## config.mk

```make
export PLATFORM = sky130hd
export DESIGN_NAME = irq_hub_top
export DESIGN_NICKNAME = d
export VERILOG_FILES = /design/src/rtl/irq_hub_pkg.sv /design/src/rtl/irq_addr_dec.sv /design/src/rtl/irq_src_bank.sv /design/src/rtl/irq_hub_top.sv
export SDC_FILE = /design/constraint.sdc
export NUM_CORES = 1
export LEC_CHECK = 0
export ABC_CLOCK_PERIOD_IN_PS = 1500
export CORE_MARGIN = 2
export CORE_UTILIZATION = 38
export CTS_BUF_LIST = sky130_fd_sc_hd__clkbuf_16
export CTS_CLUSTER_DIAMETER = 80
export DETAILED_ROUTE_END_ITERATION = 10
export GPL_ROUTABILITY_DRIVEN = 0
export PLACE_DENSITY = 0.87
export SLEW_MARGIN = 30
export SYNTH_ARGS = -nofsm -noshare
export SYNTH_HDL_FRONTEND = slang
export SYNTH_SLANG_ARGS = --single-unit
```

## constraint.sdc

```tcl
create_clock -name clk -period 1.5 [get_ports clk]
set_input_delay 0.3 -clock clk [delete_from_list [all_inputs] [get_ports clk]]
set_output_delay 0.3 -clock clk [all_outputs]
set_load 0.02 [all_outputs]
```

## src/rtl/irq_hub_pkg.sv

```systemverilog
package irq_hub_pkg;
    localparam int ADDR_W = 12;
    localparam int DATA_W = 32;
    localparam int HASH_W = 4;
    localparam int DMA_W  = 9;

    localparam logic [ADDR_W-1:0] OFS_HASH_STAT = 12'h050;
    localparam logic [ADDR_W-1:0] OFS_HASH_EN   = 12'h054;
    localparam logic [ADDR_W-1:0] OFS_DMA_STAT  = 12'h480;
    localparam logic [ADDR_W-1:0] OFS_DMA_EN    = 12'h484;
    localparam logic [ADDR_W-1:0] OFS_DMA_GATE  = 12'h488;

    localparam logic [HASH_W-1:0] HASH_DONE_M = 4'b0100;
    localparam logic [HASH_W-1:0] HASH_ERR_M  = 4'b1011;
    localparam logic [DMA_W-1:0]  DMA_DONE_M  = 9'h001;
    localparam logic [DMA_W-1:0]  DMA_ERR_M   = 9'h1FC;

    typedef struct packed {
        logic hash_stat;
        logic hash_en;
        logic dma_stat;
        logic dma_en;
        logic dma_gate;
    } reg_sel_t;
endpackage

```

## src/rtl/irq_addr_dec.sv

```systemverilog
module irq_addr_dec
    import irq_hub_pkg::*;
(
    input  logic              clk,
    input  logic              rst_n,
    input  logic [ADDR_W-1:0] addr,
    input  logic              wr,
    output reg_sel_t          sel,
    output reg_sel_t          wstb
);
    always_comb begin
        sel = '0;
        unique case (addr)
            OFS_HASH_STAT: sel.hash_stat = 1'b1;
            OFS_HASH_EN:   sel.hash_en   = 1'b1;
            OFS_DMA_STAT:  sel.dma_stat  = 1'b1;
            OFS_DMA_EN:    sel.dma_en    = 1'b1;
            OFS_DMA_GATE:  sel.dma_gate  = 1'b1;
            default:       sel = '0;
        endcase
        wstb = wr ? sel : '0;
    end

    // at most one register is ever addressed
    a_r9_onehot_sel: assert property (@(posedge clk) disable iff (!rst_n)
        $onehot0(wstb));
endmodule

```

## src/rtl/irq_src_bank.sv

```systemverilog
module irq_src_bank #(
    parameter int             W        = 4,
    parameter int             DATA_W   = 32,
    parameter logic [W-1:0]   DONE_M   = '0,
    parameter logic [W-1:0]   ERR_M    = '0,
    parameter bit             HAS_GATE = 1'b0
) (
    input  logic              clk,
    input  logic              rst_n,
    input  logic [W-1:0]      evt,
    input  logic              clr_wr,
    input  logic              en_wr,
    input  logic [DATA_W-1:0] wdata,
    input  logic              gate,
    output logic [W-1:0]      stat_q,
    output logic [W-1:0]      en_q,
    output logic              done_p,
    output logic              err_p
);
    localparam logic [W-1:0] VALID_M = DONE_M | ERR_M;

    logic [W-1:0] stat_nxt;
    logic [W-1:0] wbits;
    logic [W-1:0] live;
    logic         open_q;

    assign wbits = wdata[W-1:0];

    always_comb begin
        stat_nxt = stat_q;
        if (clr_wr)
            stat_nxt = stat_nxt & ~wbits;
        stat_nxt = (stat_nxt | evt) & VALID_M;
    end

    always_ff @(posedge clk) begin
        if (!rst_n) begin
            stat_q <= '0;
            en_q   <= '0;
        end else begin
            stat_q <= stat_nxt;
            if (en_wr)
                en_q <= wbits & VALID_M;
        end
    end

    generate
        if (HAS_GATE) begin : g_gated
            assign open_q = gate;
        end else begin : g_open
            assign open_q = 1'b1;
        end
    endgenerate

    assign live   = open_q ? (stat_q & en_q) : '0;
    assign done_p = |(live & DONE_M);
    assign err_p  = |(live & ERR_M);

    // a defined event bit is set after the edge, even under a clear
    a_r2_event_sets: assert property (@(posedge clk) disable iff (!rst_n)
        (|(evt & VALID_M)) |=> ((stat_q & $past(evt & VALID_M)) == $past(evt & VALID_M)));

    // bits written as 1 without a coinciding event are gone
    a_r3_clear_drops: assert property (@(posedge clk) disable iff (!rst_n)
        clr_wr |=> ((stat_q & $past(wbits & ~evt)) == '0));

    // without a clearing write no set bit is lost
    a_r5_sticky: assert property (@(posedge clk) disable iff (!rst_n)
        !clr_wr |=> ((stat_q & $past(stat_q)) == $past(stat_q)));
endmodule

```

## src/rtl/irq_hub_top.sv

```systemverilog
module irq_hub_top
    import irq_hub_pkg::*;
(
    input  logic              clk,
    input  logic              rst_n,
    input  logic              reg_wr,
    input  logic [ADDR_W-1:0] reg_addr,
    input  logic [DATA_W-1:0] reg_wdata,
    output logic [DATA_W-1:0] reg_rdata,
    input  logic [HASH_W-1:0] hash_evt,
    input  logic [DMA_W-1:0]  dma_evt,
    output logic              irq,
    output logic              done_sum,
    output logic              err_sum
);
    reg_sel_t          sel;
    reg_sel_t          wstb;
    logic              gate_q;
    logic [HASH_W-1:0] h_stat, h_en;
    logic [DMA_W-1:0]  d_stat, d_en;
    logic              h_done, h_err, d_done, d_err;

    irq_addr_dec u_dec (
        .clk  (clk),
        .rst_n(rst_n),
        .addr (reg_addr),
        .wr   (reg_wr),
        .sel  (sel),
        .wstb (wstb)
    );

    irq_src_bank #(
        .W(HASH_W), .DATA_W(DATA_W), .DONE_M(HASH_DONE_M), .ERR_M(HASH_ERR_M), .HAS_GATE(1'b0)
    ) u_hash (
        .clk(clk), .rst_n(rst_n), .evt(hash_evt),
        .clr_wr(wstb.hash_stat), .en_wr(wstb.hash_en), .wdata(reg_wdata),
        .gate(1'b1), .stat_q(h_stat), .en_q(h_en), .done_p(h_done), .err_p(h_err)
    );

    irq_src_bank #(
        .W(DMA_W), .DATA_W(DATA_W), .DONE_M(DMA_DONE_M), .ERR_M(DMA_ERR_M), .HAS_GATE(1'b1)
    ) u_dma (
        .clk(clk), .rst_n(rst_n), .evt(dma_evt),
        .clr_wr(wstb.dma_stat), .en_wr(wstb.dma_en), .wdata(reg_wdata),
        .gate(gate_q), .stat_q(d_stat), .en_q(d_en), .done_p(d_done), .err_p(d_err)
    );

    always_ff @(posedge clk) begin
        if (!rst_n)
            gate_q <= 1'b0;
        else if (wstb.dma_gate)
            gate_q <= reg_wdata[0];
    end

    always_comb begin
        reg_rdata = '0;
        if (sel.hash_stat) reg_rdata[HASH_W-1:0] = h_stat;
        if (sel.hash_en)   reg_rdata[HASH_W-1:0] = h_en;
        if (sel.dma_stat)  reg_rdata[DMA_W-1:0]  = d_stat;
        if (sel.dma_en)    reg_rdata[DMA_W-1:0]  = d_en;
        if (sel.dma_gate)  reg_rdata[0]          = gate_q;
    end

    assign done_sum = h_done | d_done;
    assign err_sum  = h_err | d_err;
    assign irq      = done_sum | err_sum;

    // with the DMA source masked only the hash side reaches irq
    a_r6_gate_blocks: assert property (@(posedge clk) disable iff (!rst_n)
        !gate_q |-> (irq == (|(h_stat & h_en))));

    // an error summary always comes with an interrupt
    a_r8_err_raises_irq: assert property (@(posedge clk) disable iff (!rst_n)
        err_sum |-> irq);

    // the cycle after reset nothing is pending
    a_r1_quiet_after_reset: assert property (@(posedge clk)
        !rst_n |=> (!irq && !done_sum && !err_sum));
endmodule

```

# Word-level counts from Yosys, hierarchy flattened
# Cells that the tools add are included.
[op_classes]
add_sub_neg = 0
n_mul = 0
n_div = 0
magnitude_cmp = 0
n_eq_ne = 5
n_shift = 0
n_mux = 14
bitwise = 11
reduce_logical = 2
[ops]
columns = ["op", "count"]
rows = [
  ["== test 12 x 11 -> 1 bit, second input constant", 3],
  ["2-to-1 mux 9 bit", 4],
  ["== test 12 x 7 -> 1 bit, second input constant", 2],
  ["bitwise AND 9 bit", 2],
  ["2-to-1 mux 4 bit", 3],
  ["NOT 9 bit", 1],
  ["bitwise OR 9 bit", 1],
  ["bitwise AND 4 bit", 2],
  ["OR reduction 7 bit", 1],
  ["2-to-1 mux 1 bit", 6],
  ["2-to-1 mux 5 bit", 1],
  ["NOT 4 bit", 1],
  ["bitwise OR 4 bit", 1],
  ["bitwise OR 1 bit", 3],
  ["OR reduction 3 bit", 1],
]
[totals]
regBits = 26
latch_bits = 0
mem_bits_rw = 0
romBits = 0
inputBits = 60
output_inout_bits = 35
word_cells = 38
n_memories = 0

# Longest topological paths before layout
# Gate-level depths: netlist of the first run.
[depth]
word_depth = 7
depth_mapped = 5

# Hierarchy
# A second synthesis of the first run with hierarchy kept.
[hier_totals]
hier_cells = 172
hier_area_um2 = 1566.5
[modules_own_cells]
columns = ["mod", "instances", "cells_each", "area_per_inst_um2", "seq_area_each_um2"]
rows = [
  ["irq_src_bank at u_dma", 1, 59, 649.4, 320.3],
  ["irq_hub_top", 1, 63, 452.9, 20.0],
  ["irq_src_bank at u_hash", 1, 32, 312.8, 160.2],
  ["irq_addr_dec", 1, 18, 151.4, 0.0],
]

# Least setup slack after synthesis of the first run
# Ideal clock, no wire load.
[synth_timing]
path_type = "input to output"
from = "in reg_addr[5]"
to = "out reg_rdata[2]"
arrival_ns = 1.385
t_required_ns = 1.200
slack_ns = -0.185
path_stages = 4
path_buffers = 1
cell_sequence = "nor4_4 buf_6 o2111ai_1 a32oi_1"
[synth_between]
elab_chain_len = 6
word_cells_on_any_way = 12
cone_classes = "eq/ne (4); mux (8)"
[synth_lines]
columns = ["item", "line_no", "text"]
rows = [
  ["start: declaration", "irq_hub_top.sv:7", "input logic [ADDR_W-1:0] reg_addr,"],
  ["== test 12 x 7 -> 1 bit", "irq_addr_dec.sv:13", "unique case (addr)"],
  ["2-to-1 mux 1 bit", "irq_addr_dec.sv:13", ""],
  ["2-to-1 mux 4 bit", "irq_hub_top.sv:57", "if (sel.hash_stat) reg_rdata[HASH_W-1:0] = h_stat;"],
  ["2-to-1 mux 4 bit", "irq_hub_top.sv:58", "if (sel.hash_en) reg_rdata[HASH_W-1:0] = h_en;"],
  ["2-to-1 mux 9 bit", "irq_hub_top.sv:59", "if (sel.dma_stat) reg_rdata[DMA_W-1:0] = d_stat;"],
  ["2-to-1 mux 9 bit *", "irq_hub_top.sv:60", "if (sel.dma_en) reg_rdata[DMA_W-1:0] = d_en;"],
  ["end: declaration", "irq_hub_top.sv:9", "output logic [DATA_W-1:0] reg_rdata,"],
]
# Mark *: on every way between the ends. The rest lies on a longest branch, timed or not.

# Worst setup path in the final report of the first run
[layout_timing]
from = "reg gate_q"
to = "out reg_rdata[0]"
[layout_between]
elab_chain_len = 1
[layout_lines]
columns = ["item", "line_no", "text"]
rows = [
  ["start: declaration", "irq_hub_top.sv:18", "logic gate_q;"],
  ["start signal: assignment", "irq_hub_top.sv:52", "gate_q <= reg_wdata[0];"],
  ["2-to-1 mux 1 bit", "irq_hub_top.sv:61", "if (sel.dma_gate) reg_rdata[0] = gate_q;"],
]
# Every way passes these cells.

==> flow_metrics.py, run 1 <==
metrics = {
    "worst_setup_path": {
        "crit_family": "compound AO/OA/AOI/OAI gates",
        "startpoint": "gate_q$_SDFFE_PN0P_",
        "r2r-end": "u_dma.stat_q[3]$_SDFF_PN0_",
        "crit_slowest_cell": "dfxtp_2",
        "crit_type": "flop to primary output",
        "critPathBufInv": 2,
        "r2r_cells": 3,
        "rrSetupSlack_ns": 0.69,
        "path_cells": "inv_2, a211o_1, o32ai_4, buf_6",
        "timing.rr.start": "u_dma.stat_q[3]$_SDFF_PN0_",
        "end_kind": "primary output",
        "cpPeakStageDelay_ns": 0.35,
        "start_kind": "flop",
        "worstPathMaxFanout": 2,
        "required_ns": 1.20,
        "cp.arrival_ns": 1.37,
    },
    "yosys": {
        "synth_top_cell_by_area": "dfxtp_1",
        "avgSynthCellArea_um2": 8.84,
        "synth_most_common_cell": "dfxtp_1",
        "synth_edf_count": 0,
        "yosysWarnings": 0,
        "ys_async_sr_fraction_pct": 0,
        "synth-seq-cells": 25,
        "yosysSeqAreaShare_pct": 31.1,
        "yosys-top-cells-count": "25 x dfxtp_1, 24 x buf_4, 23 x nand2_1",
        "ys_dominant_reg_cell": "dfxtp_1",
        "synthCells": 182,
        "synth_top_area_share_pct": 31.1,
        "synth_cell_type_count": 39,
        "syn_area_um2": 1610,
        "synth_area_leaders": "dfxtp_1 31%, mux2i_1 12%, buf_4 11%",
    },
    "power_and_ir_drop": {
        "finalPower_mw": 1.63,
        "powerDensity_nw_per_um2": 647,
        "p_leak_nw": 1.18,
        "peakVddDrop_v": 0.000394,
    },
    "sta": {
        "fin_worst_skew_ns": 0,
        "min_period_over_period_pct": 112,
        "hold_violations": 0,
        "fmax_ghz": 0.597,
        "setup_ws_ns": -0.174,
        "final.hold.worst_slack_ns": 0.386,
        "period_needed_ns": 1.67,
        "rsz0062_at_grt": "true",
        "setup_violations": 12,
        "drv_slew": 0,
    },
    "finish": {
        "finish.utilization_pct": 62.5,
        "drive_above_1_share_pct": 36.4,
        "fin_cells": 311,
        "nets": 322,
        "diodes": 0,
        "fillers": 312,
        "multi_input_area_um2": 1020,
        "seqCellArea_um2": 502,
        "syn2layout_area_growth_pct": 56.5,
    },
    "detailed_routing": {
        "via_count": 1548,
        "drt-vias-per-instance": 4.98,
        "final_antenna_net_count": 0,
        "drt_iter0_drc": 73,
        "wire_per_inst_um": 14.3,
        "finalWirelength_mm": 4.43,
        "drcViolationCount": 0,
        "firstDrtPassIters": 4,
    },
    "outcome": {
        "violations": "setup timing",
        "outcome": "finished, violations left",
    },
    "global_routing": {
        "grt_pass1_vias": 1502,
        "grt_overflow": 0,
        "grt_max_degree": 35,
        "grt_usage_pct": 17.9,
        "grt_antenna_before_repair": 0,
        "grt_pass1_wl_mm": 7.01,
    },
    "placement": {
        "io_buffers": 47,
        "hpwl_mm": 3.09,
        "placedCellCount": 301,
    },
    "clock_network": {
        "cts_tree": "done",
        "clockRootBuffer": "clkbuf_16",
        "ctsLongestPathBuffers": 2,
        "cts.htree.levels": 1,
        "path_clk_slew_ns": 0.06,
        "cts_inserted_buffers": 3,
        "clock-sinks": 25,
        "worstSkewPairLatency_ns": 0.26,
    },
    "hold_path": {
        "holdCritStartpoint": "reg_addr[0]",
        "hold_end": "gate_q$_SDFFE_PN0P_",
        "min_path_type": "input pin to flop",
        "worst_hold_path.num_cells": 4,
    },
    "die": {
        "die_y_um": 69.1,
        "start_util_pct": 39.9,
        "fp.coreArea_um2": 4030,
        "fp.dieW_um": 69.1,
        "dieArea_um2": 4770,
        "num_rows": 23,
        "io_pins": 95,
    },
    "job": {
        "timing.max_cap.violations": 0,
    },
}
[final cells by class]
type	count	share of cell area, %
Multi-Input combinational cell	132	40.4
Inverter	15	2.24
Sequential cell	25	19.9
Clock inverter	1	0.149
Timing Repair Buffer	85	31.8
Tap cell	50	2.49
Clock buffer	3	2.98
[metrics by stage]
step | setup TNS [ns] | cell area [um2] | worst slack (ns)
detailed placement | -19.78 | 2290 | -1.03
finish | -1.51 | 2520 | -0.174
floorplan | -0.740 | 1740 | -0.0975
global route | -2.15 | 2520 | -0.221
CTS | -1.33 | 2490 | -0.174
global placement | -19.17 | 2290 | -0.994
[metal layers]
layer | routed length, um | GRT usage, %
met1 | 1910 | 22.0
met2 | 2220 | 31.5
met3 | 223 | 2.63
met4 | 83 | 6.54
met5 | 0 | 0
[sequential cells by signal, summed over array words and instances (netlist names)]
register,flops
u_dma.en_q,8
u_dma.stat_q,8
u_hash.en_q,4
u_hash.stat_q,4
gate_q,1
[power breakdown]
part           switching (mW)  internal [mW]  total [mW]
clock network           0.229          0.356       0.585
logic                   0.173          0.166       0.339
registers              0.0165          0.687       0.704
[worst reg2reg max path, stage by stage, from the launching register on]
cell and delay, ns:
dfxtp_1 0.31, buf_4 0.13, o21ai_0 0.19, a31oi_1 0.07
[what timing repair did]
item,4_1_cts,5_1_grt
pin swaps,21,16
cloned,0,0
hold buffers,0,0
buffers inserted,6,1
hold endpoints to repair,0,0
resized for setup,133,14
endpoints found under the setup margin,36,15
[kinds of logic after synthesis]
logic type	after synthesis	share of synthesized area, %
and+or+nand+nor	50	19.9
buffers and inverters	47	18.9
AOI/OAI and AO/OA	37	16.0
DFF	25	31.1
muxes	22	13.8
other	1	0.233
[layout by cell type (no fill, tap or decap), types with 2 or more instances in the layout]
master and n:
buf_4 30, dfxtp_1 24, nand2_1 23, conb_1 23, clkdlybuf4s50_1 23, buf_6 20, mux2i_1 19, inv_1 15
o21ai_0 12, a31oi_1 12, buf_2 6, nor2_4 5, nand4_1 3, clkbuf_16 3, buf_12 3, and4bb_4 2
nand3_4 2, mux2_2 2, o2111ai_2 2, a32oi_2 2, a222oi_1 2, a22oi_1 2, nor2_1 2
[how the worst max path moves through the flow]
stage / endpoint / slack [ns] / cells after the start
4_1_cts: irq / -0.17 / 4
2_1_floorplan: reg_rdata[2] / -0.1 / 4
6_report: reg_rdata[0] / -0.17 / 4
3_5_place_dp: reg_rdata[0] / -1.03 / 5
3_3_place_gp: reg_rdata[4] / -0.99 / 7
5_1_grt: reg_rdata[8] / -0.22 / 6
(Power assumes the default switching activity.)
==> run 2: changes to the inputs <==
Settings changed: PLACE_DENSITY 0.87 to 0.9.
==> flow_metrics.py, run 2 (synthesized netlist as in run 1, its figures left out) <==
metrics = {
    "finish": {
        "final_common_cell": "buf_4",
        "multi_input_area_um2": 1040,
        "seqCellArea_um2": 505,
        "drive_above_1_share_pct": 38.0,
        "final_area_um2": 2600,
        "finish.utilization_pct": 64.5,
        "fillers": 306,
        "nets": 327,
        "syn2layout_area_growth_pct": 61.5,
        "layout_common_cells": "34 x buf_4, 23 x conb_1, 23 x clkdlybuf4s50_1",
        "top_regs": "u_dma.en_q x8, u_dma.stat_q x8",
        "diodes": 0,
        "fin_cells": 316,
    },
    "clock_network": {
        "cts_inserted_buffers": 3,
        "worstSkewPairLatency_ns": 0.26,
        "path_clk_slew_ns": 0.06,
        "cts.htree.levels": 1,
        "clockRootBuffer": "clkbuf_16",
        "holdBufCountCts": 0,
        "cts_tree": "done",
        "clock-sinks": 25,
        "ctsLongestPathBuffers": 2,
    },
    "global_routing": {
        "grt_antenna_before_repair": 0,
        "grt_usage_pct": 20.5,
        "grt_pass1_wl_mm": 7.99,
        "grt_overflow": 0,
        "grt_max_degree": 35,
        "grt_pass1_vias": 1671,
    },
    "die": {
        "die_y_um": 69.1,
        "dieArea_um2": 4770,
        "fp.coreArea_um2": 4030,
        "start_util_pct": 39.9,
        "num_rows": 23,
        "fp.dieW_um": 69.1,
        "io_pins": 95,
    },
    "placement": {
        "post_dp_cell_area_um2": 2300,
        "hpwl_mm": 3.28,
        "placedCellCount": 302,
        "io_buffers": 47,
    },
    "power_and_ir_drop": {
        "powerDensity_nw_per_um2": 637,
        "peakVddDrop_v": 0.000376,
        "p_leak_nw": 1.20,
    },
    "worst_setup_path": {
        "critPathBufInv": 4,
        "worstPathMaxFanout": 6,
        "crit_path_frequent_cell": "buf_4",
        "end_kind": "primary output",
        "required_ns": 1.20,
        "cp.arrival_ns": 1.54,
        "crit_family": "buffers and inverters",
        "timing.rr.start": "u_dma.stat_q[8]$_SDFF_PN0_",
        "crit_slowest_cell": "nor4_4",
        "path_cells": "buf_6, nor4_4, buf_4, buf_12, nand4_1, a32oi_2, buf_4",
        "start_kind": "input pin",
        "cpPeakStageDelay_ns": 0.30,
        "critical_path_depth": 7,
        "r2r-end": "u_dma.stat_q[8]$_SDFF_PN0_",
        "crit_type": "input pin to primary output",
        "r2r_cells": 3,
        "rrSetupSlack_ns": 0.65,
    },
    "sta": {
        "tns_ns": -2.63,
        "drv_slew": 0,
        "min_period_over_period_pct": 122,
        "setup_violations": 20,
        "rsz0062_at_grt": "true",
        "final.hold.worst_slack_ns": 0.416,
        "hold_violations": 0,
        "fmax_ghz": 0.545,
        "fin_worst_skew_ns": 0,
        "period_needed_ns": 1.84,
        "setup_ws_ns": -0.335,
    },
    "detailed_routing": {
        "via_count": 1666,
        "wire_per_inst_um": 16.6,
        "drt_iter0_drc": 223,
        "finalWirelength_mm": 5.23,
        "drt-vias-per-instance": 5.27,
        "final_antenna_net_count": 0,
        "drcViolationCount": 0,
        "firstDrtPassIters": 4,
    },
    "hold_path": {
        "hold_end": "gate_q$_SDFFE_PN0P_",
        "worst_hold_path.num_cells": 4,
        "holdCritStartpoint": "reg_addr[0]",
        "min_path_type": "input pin to flop",
    },
    "outcome": {
        "outcome": "finished, violations left",
        "violations": "setup timing",
    },
    "job": {
        "timing.max_cap.violations": 0,
    },
}
## run 2: timing repair
item,CTS,global route
resized for setup,121,18
endpoints found under the setup margin,36,32
pin swaps,18,8
buffers inserted,6,3
gates cloned,1,0
## run 2: how the worst max path moves through the flow
stage | startpoint | end
3_3_place_gp | reg_addr[11] | reg_rdata[3]
2_1_floorplan | reg_addr[11] | reg_rdata[2]
4_1_cts | reg_addr[5] | reg_rdata[3]
5_1_grt | reg_addr[9] | reg_rdata[2]
3_5_place_dp | reg_addr[3] | reg_rdata[0]
6_report | reg_addr[9] | reg_rdata[2]
## run 2: cell type report
type / instances / area share (%)
inverters: 15 / 2.17
flip-flops and latches: 25 / 19.5
multi-input cells: 132 / 40.0
clock inverters: 1 / 0.144
well taps: 50 / 2.41
clock buffers: 3 / 2.89
repair buffers: 90 / 32.9
## run 2: worst register-to-register path, delay by kind of cell (launching register included)
kind            cells  cell delay [ns]
compound gates      2             0.26
flops               1             0.32
buf+inv             1             0.14
## run 2: metrics by stage
stage               power (mW)  setup WS [ns]
finish                    1.66         -0.335
global route              1.72         -0.342
CTS                       1.64         -0.328
detailed placement        1.03          -1.11
global placement          1.03          -1.03
floorplan                0.911        -0.0975
## run 2: per-layer routing
metal,global-route usage (%),vias up,share of wire (%)
met2,34.4,90,49
met3,3.65,20,7.0
li1,-,771,-
met1,24.8,785,40
met4,10.7,0,4.2
met5,0,-,0
## run 2: power breakdown
group          internal, mW  switching [mW]
Sequential            0.688          0.0182
Clock                 0.357           0.232
Combinational         0.174           0.186
Total                  1.22           0.437
==> run 3: changes to the inputs <==
Settings changed: CAP_MARGIN from default to 40.
==> results of run 3 <==
Final layout, timing and power as in run 2 (identical DEF).
